## src/rtl/rsync_pwm.sv

```systemverilog
module rsync_pwm #(
  parameter int CW  = 16,
  parameter int NPH = 3,
  parameter int AW  = 3
) (
  input  logic           clk,
  input  logic           rst_n,
  input  logic           wr_en,
  input  logic [AW-1:0]  wr_addr,
  input  logic [CW-1:0]  wr_data,
  output logic [CW-1:0]  count_o,
  output logic [NPH-1:0] pwm_p_o,
  output logic [NPH-1:0] pwm_n_o,
  output logic           sync_o
);
  localparam int OEW   = 2 * NPH;
  localparam int A_CMP = 2;
  localparam int A_OE  = A_CMP + NPH;
  localparam int A_CNT = A_OE + 1;
  localparam int PW    = 6;
  localparam logic [3:0] MODE_PWM = 4'b1000;

  logic           run_q, pol_p, pol_n, sync_en, sync_q;
  logic [3:0]     mode_q;
  logic [1:0]     psel_q;
  logic [CW-1:0]  per_q, cnt_q;
  logic [OEW-1:0] oe_q;
  logic [PW-1:0]  pre_q, pre_lim;
  logic [NPH-1:0] ph;
  logic           tick, wrap, mode_ok;

  wire wr_ctrl = wr_en && wr_addr == AW'(0);

  assign mode_ok = mode_q == MODE_PWM;
  assign pre_lim = (PW'(1) << {psel_q, 1'b0}) - PW'(1);
  assign tick    = run_q && pre_q == pre_lim;
  assign wrap    = cnt_q == per_q;
  assign count_o = cnt_q;
  assign sync_o  = sync_q & sync_en & mode_ok;

  always_ff @(posedge clk or negedge rst_n)
    if (!rst_n) begin
      run_q <= 1'b0; mode_q <= '0; psel_q <= '0;
      pol_p <= 1'b0; pol_n <= 1'b0; sync_en <= 1'b0;
    end else if (wr_ctrl) begin
      run_q   <= wr_data[0];
      pol_p   <= wr_data[7];
      pol_n   <= wr_data[8];
      sync_en <= wr_data[9];
      if (!run_q) begin
        mode_q <= wr_data[4:1];
        psel_q <= wr_data[6:5];
      end
    end

  always_ff @(posedge clk or negedge rst_n)
    if (!rst_n) begin
      per_q <= '0; oe_q <= '0;
    end else if (wr_en) begin
      if (wr_addr == AW'(1))    per_q <= wr_data;
      if (wr_addr == AW'(A_OE)) oe_q  <= wr_data[OEW-1:0];
    end

  always_ff @(posedge clk or negedge rst_n)
    if (!rst_n)                  pre_q <= '0;
    else if (!run_q || tick)     pre_q <= '0;
    else                         pre_q <= pre_q + PW'(1);

  always_ff @(posedge clk or negedge rst_n)
    if (!rst_n)
      cnt_q <= '0;
    else if (!run_q) begin
      if (wr_en && wr_addr == AW'(A_CNT)) cnt_q <= wr_data;
    end else if (tick)
      cnt_q <= wrap ? '0 : cnt_q + CW'(1);

  always_ff @(posedge clk or negedge rst_n)
    if (!rst_n)                         sync_q <= 1'b0;
    else if (!run_q || !sync_en)        sync_q <= 1'b0;
    else if (tick && wrap)              sync_q <= ~sync_q;

  for (genvar i = 0; i < NPH; i++) begin : g_phase
    logic [CW-1:0] cmp_q;
    logic          hit;

    always_ff @(posedge clk or negedge rst_n)
      if (!rst_n)                                   cmp_q <= '0;
      else if (wr_en && wr_addr == AW'(A_CMP + i))  cmp_q <= wr_data;

    assign hit = cnt_q == cmp_q && cmp_q != '0;

    always_ff @(posedge clk or negedge rst_n)
      if (!rst_n)                    ph[i] <= 1'b0;
      else if (!run_q || !mode_ok)   ph[i] <= 1'b0;
      else if (tick) begin
        if (wrap)      ph[i] <= hit ? ~ph[i] : 1'b0;
        else if (hit)  ph[i] <= 1'b1;
      end

    assign pwm_p_o[i] = (mode_ok & oe_q[i]       &  ph[i]) ^ pol_p;
    assign pwm_n_o[i] = (mode_ok & oe_q[NPH + i] & ~ph[i]) ^ pol_n;
  end
endmodule


```

## config.mk

```make
export PLATFORM = sky130hd
export DESIGN_NAME = rsync_pwm
export DESIGN_NICKNAME = d
export VERILOG_FILES = /design/src/rtl/rsync_pwm.sv
export SDC_FILE = /design/constraint.sdc
export NUM_CORES = 1
export LEC_CHECK = 0
export ABC_AREA = 1
export BUFFER_PORTS_ARGS = -buffer_cell sky130_fd_sc_hd__buf_2
export CAP_MARGIN = 20
export CELL_PAD_IN_SITES_DETAIL_PLACEMENT = 0
export CELL_PAD_IN_SITES_GLOBAL_PLACEMENT = 1
export CORE_MARGIN = 2
export CORE_UTILIZATION = 45
export DETAILED_ROUTE_END_ITERATION = 12
export PLACE_DENSITY = 0.93
export SETUP_SLACK_MARGIN = 0.15
export SYNTH_ARGS = -nofsm -noshare
export SYNTH_HDL_FRONTEND = slang
export SYNTH_SLANG_ARGS = --single-unit
```

## constraint.sdc

```tcl
create_clock -name clk -period 1.9 [get_ports clk]
set_input_delay 0.38 -clock clk [delete_from_list [all_inputs] [get_ports clk]]
set_output_delay 0.38 -clock clk [all_outputs]
set_load 0.03 [all_outputs]
```

==> out/qor.tcl, run 1 <==
set qor(dp.final_hpwl_um) 11900
set qor(tritoncts) {done}
set qor(hold_class) {in -> reg}
set qor(placement_rows) 42
set qor(worst-path-max-fanout) 7
set qor(syn_inst) 827
set qor(cp.depth) 6
set qor(route.detailed.vias_per_inst) 4.97
set qor(floorplan.die_area_mm2) 0.0146
set qor(htree_levels) 3
set qor(total_power_w) 0.00948
set qor(multi_input_area_mm2) 0.00299
set qor(grt_first_pass_wirelength_um) 26300
set qor(synth_adder_area_share_pct) 0.408
set qor(timing.critical_path.cells) {inv_2 -> nor4_4 -> buf_6 -> nand3_2 -> xor2_2 -> buf_6}
set qor(postSynth.topFlopCell) {sky130_fd_sc_hd__dfrtp_1}
set qor(synth.top_cell.area_share_pct) 43.2
set qor(final-hold-violation-count) 0
set qor(synth.yosys.seq_area_share_pct) 43.2
set qor(design.core.area_mm2) 0.0133
set qor(reg2reg_setup_slack_ns) 0.29
set qor(yosys-top-cells-area) {sky130_fd_sc_hd__dfrtp_1, sky130_fd_sc_hd__nand2_1, sky130_fd_sc_hd__o21ai_0, sky130_fd_sc_hd__nor2_1, sky130_fd_sc_hd__inv_1}
set qor(area.growth.synth_to_final_pct) 14.8
set qor(via_count) 5269
set qor(drt-pass1-iter-count) 5
set qor(largest_net_degree_at_the_start_of_global_routing) 33
set qor(power.internal_w) 0.00543
set qor(cpPeakStageDelay_ns) 0.36
set qor(crit_slowest_cell) {sky130_fd_sc_hd__dfrtp_1}
set qor(ys_ff_latch) 106
set qor(commonest_cells_in_the_netlist) {sky130_fd_sc_hd__nand2_1, sky130_fd_sc_hd__nor2_1, sky130_fd_sc_hd__dfrtp_1}
set qor(cts_buffer_depth) 2
set qor(fmaxAchievable_ghz) 0.510
set qor(power_switching_share_pct) 42.7
set qor(regArea_mm2) 0.00266
set qor(crit_path_start_kind) {flop}
set qor(synth_simple_gate_area_share_pct) 28.1
set qor(finalCritPeriodShare_pct) 103
set qor(violations_in_the_final_reports) {negative setup slack}
set qor(drt_iter0_markers) 488
set qor(reg2regPathDepth) 11
set qor(syn_avg_cell_area_um2) 7.42
set qor(xor_xnor_share_of_the_synthesized_area_pct) 7.70
set qor(via_count_of_the_first_global_routing_pass) 5001
set qor(antennaDiodeCount) 0
set qor(track_usage_pct) 23.5
set qor(reg2reg_to) {sync_q$_DFFE_PN0P_}
set qor(synth-edff-count) 0
set qor(synthesis.area_mm2) 0.00614
set qor(endpoint) {pwm_p_o[1]}
set qor(slew_headroom_pct) 71.6
set qor(worst_clock_skew_ns) 0.00803
set qor(drt_wl_total_um) 16100
set qor(cts.reportedPaths.clkPinSlew_ns) 0.07
set qor(run_status) {finished, violations left}
set qor(rsz0062_at_grt) {true}
set qor(main_combinational_cell_family_by_area_after_synthesis) {simple AND/OR/NAND/NOR gates}
set qor(pwr-share-seq_pct) 35.6
set qor(async_reset_ff_share_pct) 100
set qor(dpl-instance-area_mm2) 0.00664
set qor(fp.dieH_um) 121
set qor(worstPathRequired_ns) 1.52
set qor(most_numerous_cell_on_the_critical_path) {sky130_fd_sc_hd__buf_6}
set qor(p_leak_nw) 3.40
set qor(power.ir.vdd_worst_mv) 0.603
set qor(timing.final.crit_period_ns) 1.96
set qor(io_buffer_count) 44
set qor(sink_count_of_the_clock_tree) 106
set qor(clock_power_share_pct) 19.4
set qor(tightestPinTransition_ns) 0.426
set qor(gr-total-overflow) 0
set qor(post_drt_wl_per_cell_um) 15.2
set qor(layout-drive-gt1-share_pct) 16.9
set qor(cap_violations) 0
set qor(setup.worst_path.class) {reg -> out}
set qor(pwr-share-comb_pct) 45.0
set qor(final_cell_area_mm2) 0.00705
set qor(report.final.setup_viol) 7
set qor(worst_r2r_startpoint) {count_o[9]$_DFFE_PN0P_}
set qor(synth_top_area_cell) {sky130_fd_sc_hd__dfrtp_1}
set qor(timing.critical_path.from) {mode_q[3]$_DFFE_PN0P_}
set qor(remaining_number_of_nets_flagged_by_the_antenna_check_after_routing) 0
set qor(power_switching_w) 0.00404
set qor(globalplace.congestion) 0.879
set qor(crit_arrival_ns) 1.58
set qor(antenna_violations_before_repair) 0
set qor(crit_path_max_delay_family) {buffers and inverters}
set qor(fin_nets) 903
set qor(synth_compound_area_share_pct) 11.0
set qor(clock-root-buffer) {sky130_fd_sc_hd__clkbuf_16}
set qor(critical_path_buf_inv_count) 3
set qor(cp-end-kind) {output pin}
set qor(fill_cells) 1266
set qor(slew_viol_final) 0
set qor(ys_warn_count) 0
set qor(power_per_unit_of_standard_cell_area_mw_per_mm2) 1340
set qor(finalHoldWorstSlack_ns) 0.368
set qor(effective_utilization_at_floorplan_pct) 46.2
set qor(final.setup.worst_slack_ns) -0.0623
set qor(most_numerous_cell_in_the_yosys_netlist) {sky130_fd_sc_hd__nand2_1}
set qor(syn_nets) 851
set qor(fin_setup_tns_ns) -0.342
set qor(synth.mux.area_fraction_pct) 0
set qor(synth.lib_cells_used.distinct) 29
set qor(total_clock_buffers_created_by_cts) 9
set qor(num_ports) 45
set qor(worst_skew_pair.late_latency_ns) 0.36
set qor(drc) 0
set qor(die-width_um) 121
==> worst min path at each step <==
stage | start | to | slack (ns) | cells past startpoint
finish | wr_data[4] | count_o[4]$_DFFE_PN0P_ | 0.37 | 3
global route | wr_data[12] | g_phase[1].cmp_q[12]$_DFFE_PN0P_ | 0.39 | 3
CTS | wr_data[4] | count_o[4]$_DFFE_PN0P_ | 0.36 | 3
detailed placement | rst_n | g_phase[2].cmp_q[8]$_DFFE_PN0P_ | 0.36 | 1
global placement | rst_n | g_phase[2].cmp_q[13]$_DFFE_PN0P_ | 0.35 | 1
floorplan | rst_n | count_o[0]$_DFFE_PN0P_ | 0.08 | 0
==> cell usage in the layout, fill, tap and decap left out, drive strengths merged, types with 2 or more instances in the layout <==
master / n
o21ai: 106
nand3: 41
xor2: 27
inv: 89
clkinv: 2
dfrtp: 106
nor2: 124
a21oi: 18
xnor2: 27
buf: 76
nand2: 241
clkbuf: 12
clkinvlp: 2
ha: 2
nand4: 5
==> worst register-to-register path, stage by stage (launching register included) <==
cell and delay [ns]:
sky130_fd_sc_hd__dfrtp_1 0.40, sky130_fd_sc_hd__buf_4 0.18, sky130_fd_sc_hd__nand2_1 0.07, sky130_fd_sc_hd__nand2_1 0.06, sky130_fd_sc_hd__inv_1 0.05, sky130_fd_sc_hd__nand2_1 0.04, sky130_fd_sc_hd__nor2_1 0.18, sky130_fd_sc_hd__nand2_1 0.14
sky130_fd_sc_hd__nor2_4 0.21, sky130_fd_sc_hd__nand2_1 0.07, sky130_fd_sc_hd__nand3_1 0.07, sky130_fd_sc_hd__nand2_1 0.05
==> what timing repair did <==
action,4_1_cts,5_1_grt
endpoints found under the hold margin,26,0
setup endpoints to repair,7,27
pin swaps,2,1
gates resized for setup,23,8
setup buffers,1,0
hold buffers,1,0
==> per-layer routing <==
metal | track usage [%] | share of wire (%)
met5 | 0 | 0
met4 | 8.28 | 2.6
met3 | 4.72 | 4.4
met2 | 37.3 | 46
met1 | 32.2 | 47
==> per-stage QoR <==
| stage | util, % | setup WS, ns | std cells |
|---|---|---|---|
| 2_1_floorplan | - | 0.226 | 827 |
| 5_1_grt | 53.0 | -0.150 | 1060 |
| 3_3_place_gp | 50.0 | 0.172 | 1042 |
| 3_5_place_dp | 50.0 | 0.148 | 1042 |
| 6_report | 53.0 | -0.0623 | 1060 |
| 4_1_cts | 52.9 | -0.0730 | 1060 |
==> cell type report <==
class	count	share of cell area (%)
clock buffers	12	3.78
inverters	89	4.74
repair buffers	77	7.92
multi-input cells	596	42.4
well taps	176	3.12
flip-flops and latches	106	37.7
clock inverters	4	0.355
==> registers in the layout, summed over array words and instances, names as in the netlist <==
| signal | flops |
|---|---|
| g_phase.cmp_q | 48 |
| sync_en | 1 |
| sync_q | 1 |
| pre_q | 6 |
| per_q | 16 |
| run_q | 1 |
| pol_p | 1 |
| count_o | 16 |
| ph | 3 |
| psel_q | 2 |
| oe_q | 6 |
| mode_q | 4 |
| pol_n | 1 |
==> power by group through the flow <==
stage	Combinational [W]	Sequential [W]	Clock, W
2_1_floorplan	0.00300	0.00348	0
3_3_place_gp	0.00414	0.00337	0
3_5_place_dp	0.00418	0.00339	0
4_1_cts	0.00426	0.00336	0.00189
5_1_grt	0.00474	0.00346	0.00195
6_report	0.00426	0.00337	0.00184
==> logic make-up after synthesis <==
group	count (synthesis)
AO/OA/AOI/OAI	125
AND/OR/NAND/NOR	415
flip-flops	106
adder cells (fa/ha/maj)	2
buffers and inverters	125
XOR/XNOR	54
Power figures use the tool's default switching activity.
==> run 2, diff against run 1 <==
--- a/config.mk
+++ b/config.mk
@@ -14,6 +14,7 @@
 export CORE_UTILIZATION = 45
 export DETAILED_ROUTE_END_ITERATION = 12
 export PLACE_DENSITY = 0.93
+export REMOVE_ABC_BUFFERS = 1
 export SETUP_SLACK_MARGIN = 0.15
 export SYNTH_ARGS = -nofsm -noshare
 export SYNTH_HDL_FRONTEND = slang
==> run 2 against run 1 <==
  * The run still ends with negative setup slack left
  * Clock skew barely moved
  * Sequential power rose by 1%
  * Register-to-register slack got worse by 0.04 ns
  * Worst hold slack got worse by 0.0076 ns
  * Combinational power barely moved
  * Final cell count barely moved
  * Via count rose by 1.4%
  * Critical endpoint is now pwm_n_o[2]
==> out/qor.tcl, run 2 (same netlist as run 1, synthesis figures left out) <==
set qor(timing.critical_path.from) {mode_q[1]$_DFFE_PN0P_} ;# was mode_q[3]$_DFFE_PN0P_
set qor(floorplan.die_area_mm2) 0.0146 ;# unchanged
set qor(finalCoreUtilization_pct) 52.5 ;# was 53.0%
set qor(layout-drive-gt1-share_pct) 16.8 ;# was 16.9%
set qor(worst_clock_skew_ns) 0.00755 ;# was 0.00803 ns
set qor(crit_path_start_kind) {flop} ;# unchanged
set qor(clock-root-buffer) {sky130_fd_sc_hd__clkbuf_16} ;# unchanged
set qor(drt_iter0_markers) 514 ;# was 488
set qor(die-width_um) 121 ;# unchanged
set qor(cts_buffer_depth) 2 ;# unchanged
set qor(reg2regPathDepth) 9 ;# was 11
set qor(via_count) 5343 ;# was 5269
set qor(globalplace.congestion) 0.911 ;# was 0.879
set qor(drt_wl_total_um) 16700 ;# was 16100 um
set qor(run_status) {finished, violations left} ;# unchanged
set qor(power.ir.vdd_worst_mv) 0.532 ;# was 0.603 mV
set qor(htree_levels) 3 ;# unchanged
set qor(placement_rows) 42 ;# unchanged
set qor(violations_in_the_final_reports) {negative setup slack} ;# unchanged
set qor(finalHoldWorstSlack_ns) 0.361 ;# was 0.368 ns
set qor(io_buffer_count) 44 ;# unchanged
set qor(tritoncts) {done} ;# unchanged
set qor(drc) 0 ;# unchanged
set qor(worst-path-max-fanout) 7 ;# unchanged
set qor(timing.final.crit_period_ns) 2.00 ;# was 1.96 ns
set qor(final-hold-violation-count) 0 ;# unchanged
set qor(num_ports) 45 ;# unchanged
set qor(cp-end-kind) {output pin} ;# unchanged
set qor(number_of_flip_flops_under_the_largest_register_name) 48 ;# unchanged
set qor(fmaxAchievable_ghz) 0.501 ;# was 0.510 GHz
set qor(setup.worst_path.class) {reg -> out} ;# unchanged
set qor(endpoint) {pwm_n_o[2]} ;# was pwm_p_o[1]
set qor(final.setup.worst_slack_ns) -0.0971 ;# was -0.0623 ns
set qor(registers.top_by_ff_count) {g_phase.cmp_q} ;# unchanged
set qor(total_clock_buffers_created_by_cts) 9 ;# unchanged
set qor(design.core.area_mm2) 0.0133 ;# unchanged
set qor(via_count_of_the_first_global_routing_pass) 5159 ;# was 5001
set qor(reg2reg_to) {count_o[5]$_DFFE_PN0P_} ;# was sync_q$_DFFE_PN0P_
set qor(remaining_number_of_nets_flagged_by_the_antenna_check_after_routing) 0 ;# unchanged
set qor(area.growth.synth_to_final_pct) 13.6 ;# was 14.8%
set qor(largest_net_degree_at_the_start_of_global_routing) 41 ;# was 33
set qor(cap_violations) 0 ;# unchanged
set qor(cts.reportedPaths.clkPinSlew_ns) 0.07 ;# about the same
set qor(route.detailed.vias_per_inst) 5.04 ;# was 4.97
set qor(slew_viol_final) 0 ;# unchanged
set qor(crit_arrival_ns) 1.62 ;# was 1.58 ns
set qor(finalCritPeriodShare_pct) 105 ;# was 103%
set qor(report.final.setup_viol) 7 ;# unchanged
set qor(gr-total-overflow) 0 ;# unchanged
set qor(antenna_violations_before_repair) 0 ;# unchanged
set qor(p_leak_nw) 3.37 ;# was 3.40 nW
set qor(worst_r2r_startpoint) {count_o[3]$_DFFE_PN0P_} ;# was count_o[9]$_DFFE_PN0P_
set qor(slew_headroom_pct) 66.6 ;# was 71.6%
set qor(rsz0062_at_grt) {true} ;# unchanged
set qor(track_usage_pct) 24.5 ;# was 23.5%
set qor(final_common_cell) {sky130_fd_sc_hd__nand2_1} ;# unchanged
set qor(fin_nets) 904 ;# was 903
set qor(hold_class) {in -> reg} ;# unchanged
set qor(reg2reg_setup_slack_ns) 0.25 ;# was 0.29 ns
set qor(drt-pass1-iter-count) 6 ;# was 5
set qor(fp.dieH_um) 121 ;# unchanged
set qor(tightestPinTransition_ns) 0.501 ;# was 0.426 ns
set qor(post_drt_wl_per_cell_um) 15.8 ;# was 15.2 um
set qor(grt_first_pass_wirelength_um) 27300 ;# was 26300 um
set qor(sink_count_of_the_clock_tree) 106 ;# unchanged
set qor(effective_utilization_at_floorplan_pct) 46.2 ;# unchanged
set qor(power_per_unit_of_standard_cell_area_mw_per_mm2) 1350 ;# was 1340 mW/mm2
set qor(antennaDiodeCount) 0 ;# unchanged
set qor(dp.final_hpwl_um) 12400 ;# was 11900 um
set qor(worst_skew_pair.late_latency_ns) 0.36 ;# about the same
set qor(worstPathRequired_ns) 1.52 ;# about the same
set qor(layout_common_cells) {sky130_fd_sc_hd__nand2_1, sky130_fd_sc_hd__nor2_1, sky130_fd_sc_hd__o21ai_0} ;# unchanged
run 2: cell types whose count changed in the layout (fill, tap and decap cells not counted), moves of 2 or more:
cell / change
sky130_fd_sc_hd__buf_4: +8
sky130_fd_sc_hd__buf_6: -6
sky130_fd_sc_hd__dfrtp_2: +3
sky130_fd_sc_hd__clkinv_4: +2
sky130_fd_sc_hd__xor2_1: +6
sky130_fd_sc_hd__clkbuf_8: -3
sky130_fd_sc_hd__xor2_2: -6
sky130_fd_sc_hd__dfrtp_1: -3
run 2: worst min-delay path by stage:
stage                      startpoint                               end  slack (ns)  depth (start not counted)
final                     wr_data[14]  g_phase[0].cmp_q[14]$_DFFE_PN0P_        0.36                          3
after global placement          rst_n             per_q[10]$_DFFE_PN0P_        0.37                          1
after floorplan                 rst_n            count_o[0]$_DFFE_PN0P_        0.08                          0
after CTS                  wr_data[4]            count_o[4]$_DFFE_PN0P_        0.36                          3
after detailed placement        rst_n           count_o[14]$_DFFE_PN0P_        0.37                          1
after global routing       wr_data[4]            count_o[4]$_DFFE_PN0P_        0.38                          3
run 2: through the flow:
stage	cells	cell area, um2	total power (W)	setup TNS [ns]	worst slack [ns]
2_1_floorplan	791	5880	0.00609	0	0.112
3_3_place_gp	1041	6580	0.00753	0	0.104
3_5_place_dp	1041	6580	0.00758	0	0.130
4_1_cts	1059	6930	0.00942	-0.754	-0.117
5_1_grt	1061	6980	0.0101	-1.19	-0.202
6_report	1061	6980	0.00944	-0.603	-0.0971
run 2: area by class of cell:
type / count / area, um2
fillers: 1336 / 6320
multi-input cells: 596 / 2950
flip-flops and latches: 106 / 2660
well taps: 176 / 220
repair buffers: 78 / 531
clock inverters: 7 / 53.8
clock buffers: 9 / 225
inverters: 89 / 334
run 2: repair_timing:
action	CTS	global route
pin swaps	1	3
setup buffers	1	2
endpoints found under the setup margin	20	27
hold endpoints to repair	26	0
resized for setup	16	15
hold buffers	1	0
run 2: worst max-delay path, stage by stage (launching register included):
cell and delay (ns):
sky130_fd_sc_hd__dfrtp_1 0.41, sky130_fd_sc_hd__nor4_4 0.29, sky130_fd_sc_hd__buf_6 0.17, sky130_fd_sc_hd__nand3_2 0.07, sky130_fd_sc_hd__xor2_1 0.14, sky130_fd_sc_hd__buf_4 0.18
run 2: routing by layer:
metal  up-vias  GRT usage, %  wire [um]  share of wire (%)
met5         -             0          0                  0
met4         0          7.56        348                2.1
met3        23          4.39        954                5.7
met2       145          38.0       7600                 45
met1      2500          34.9       7840                 47
li1       2675             -          -                  -
run 2: where the power goes:
group	total, W	internal [W]	switching [W]
clock network	0.00178	0.000896	0.000885
logic	0.00425	0.00163	0.00262
registers	0.00342	0.00277	0.000644
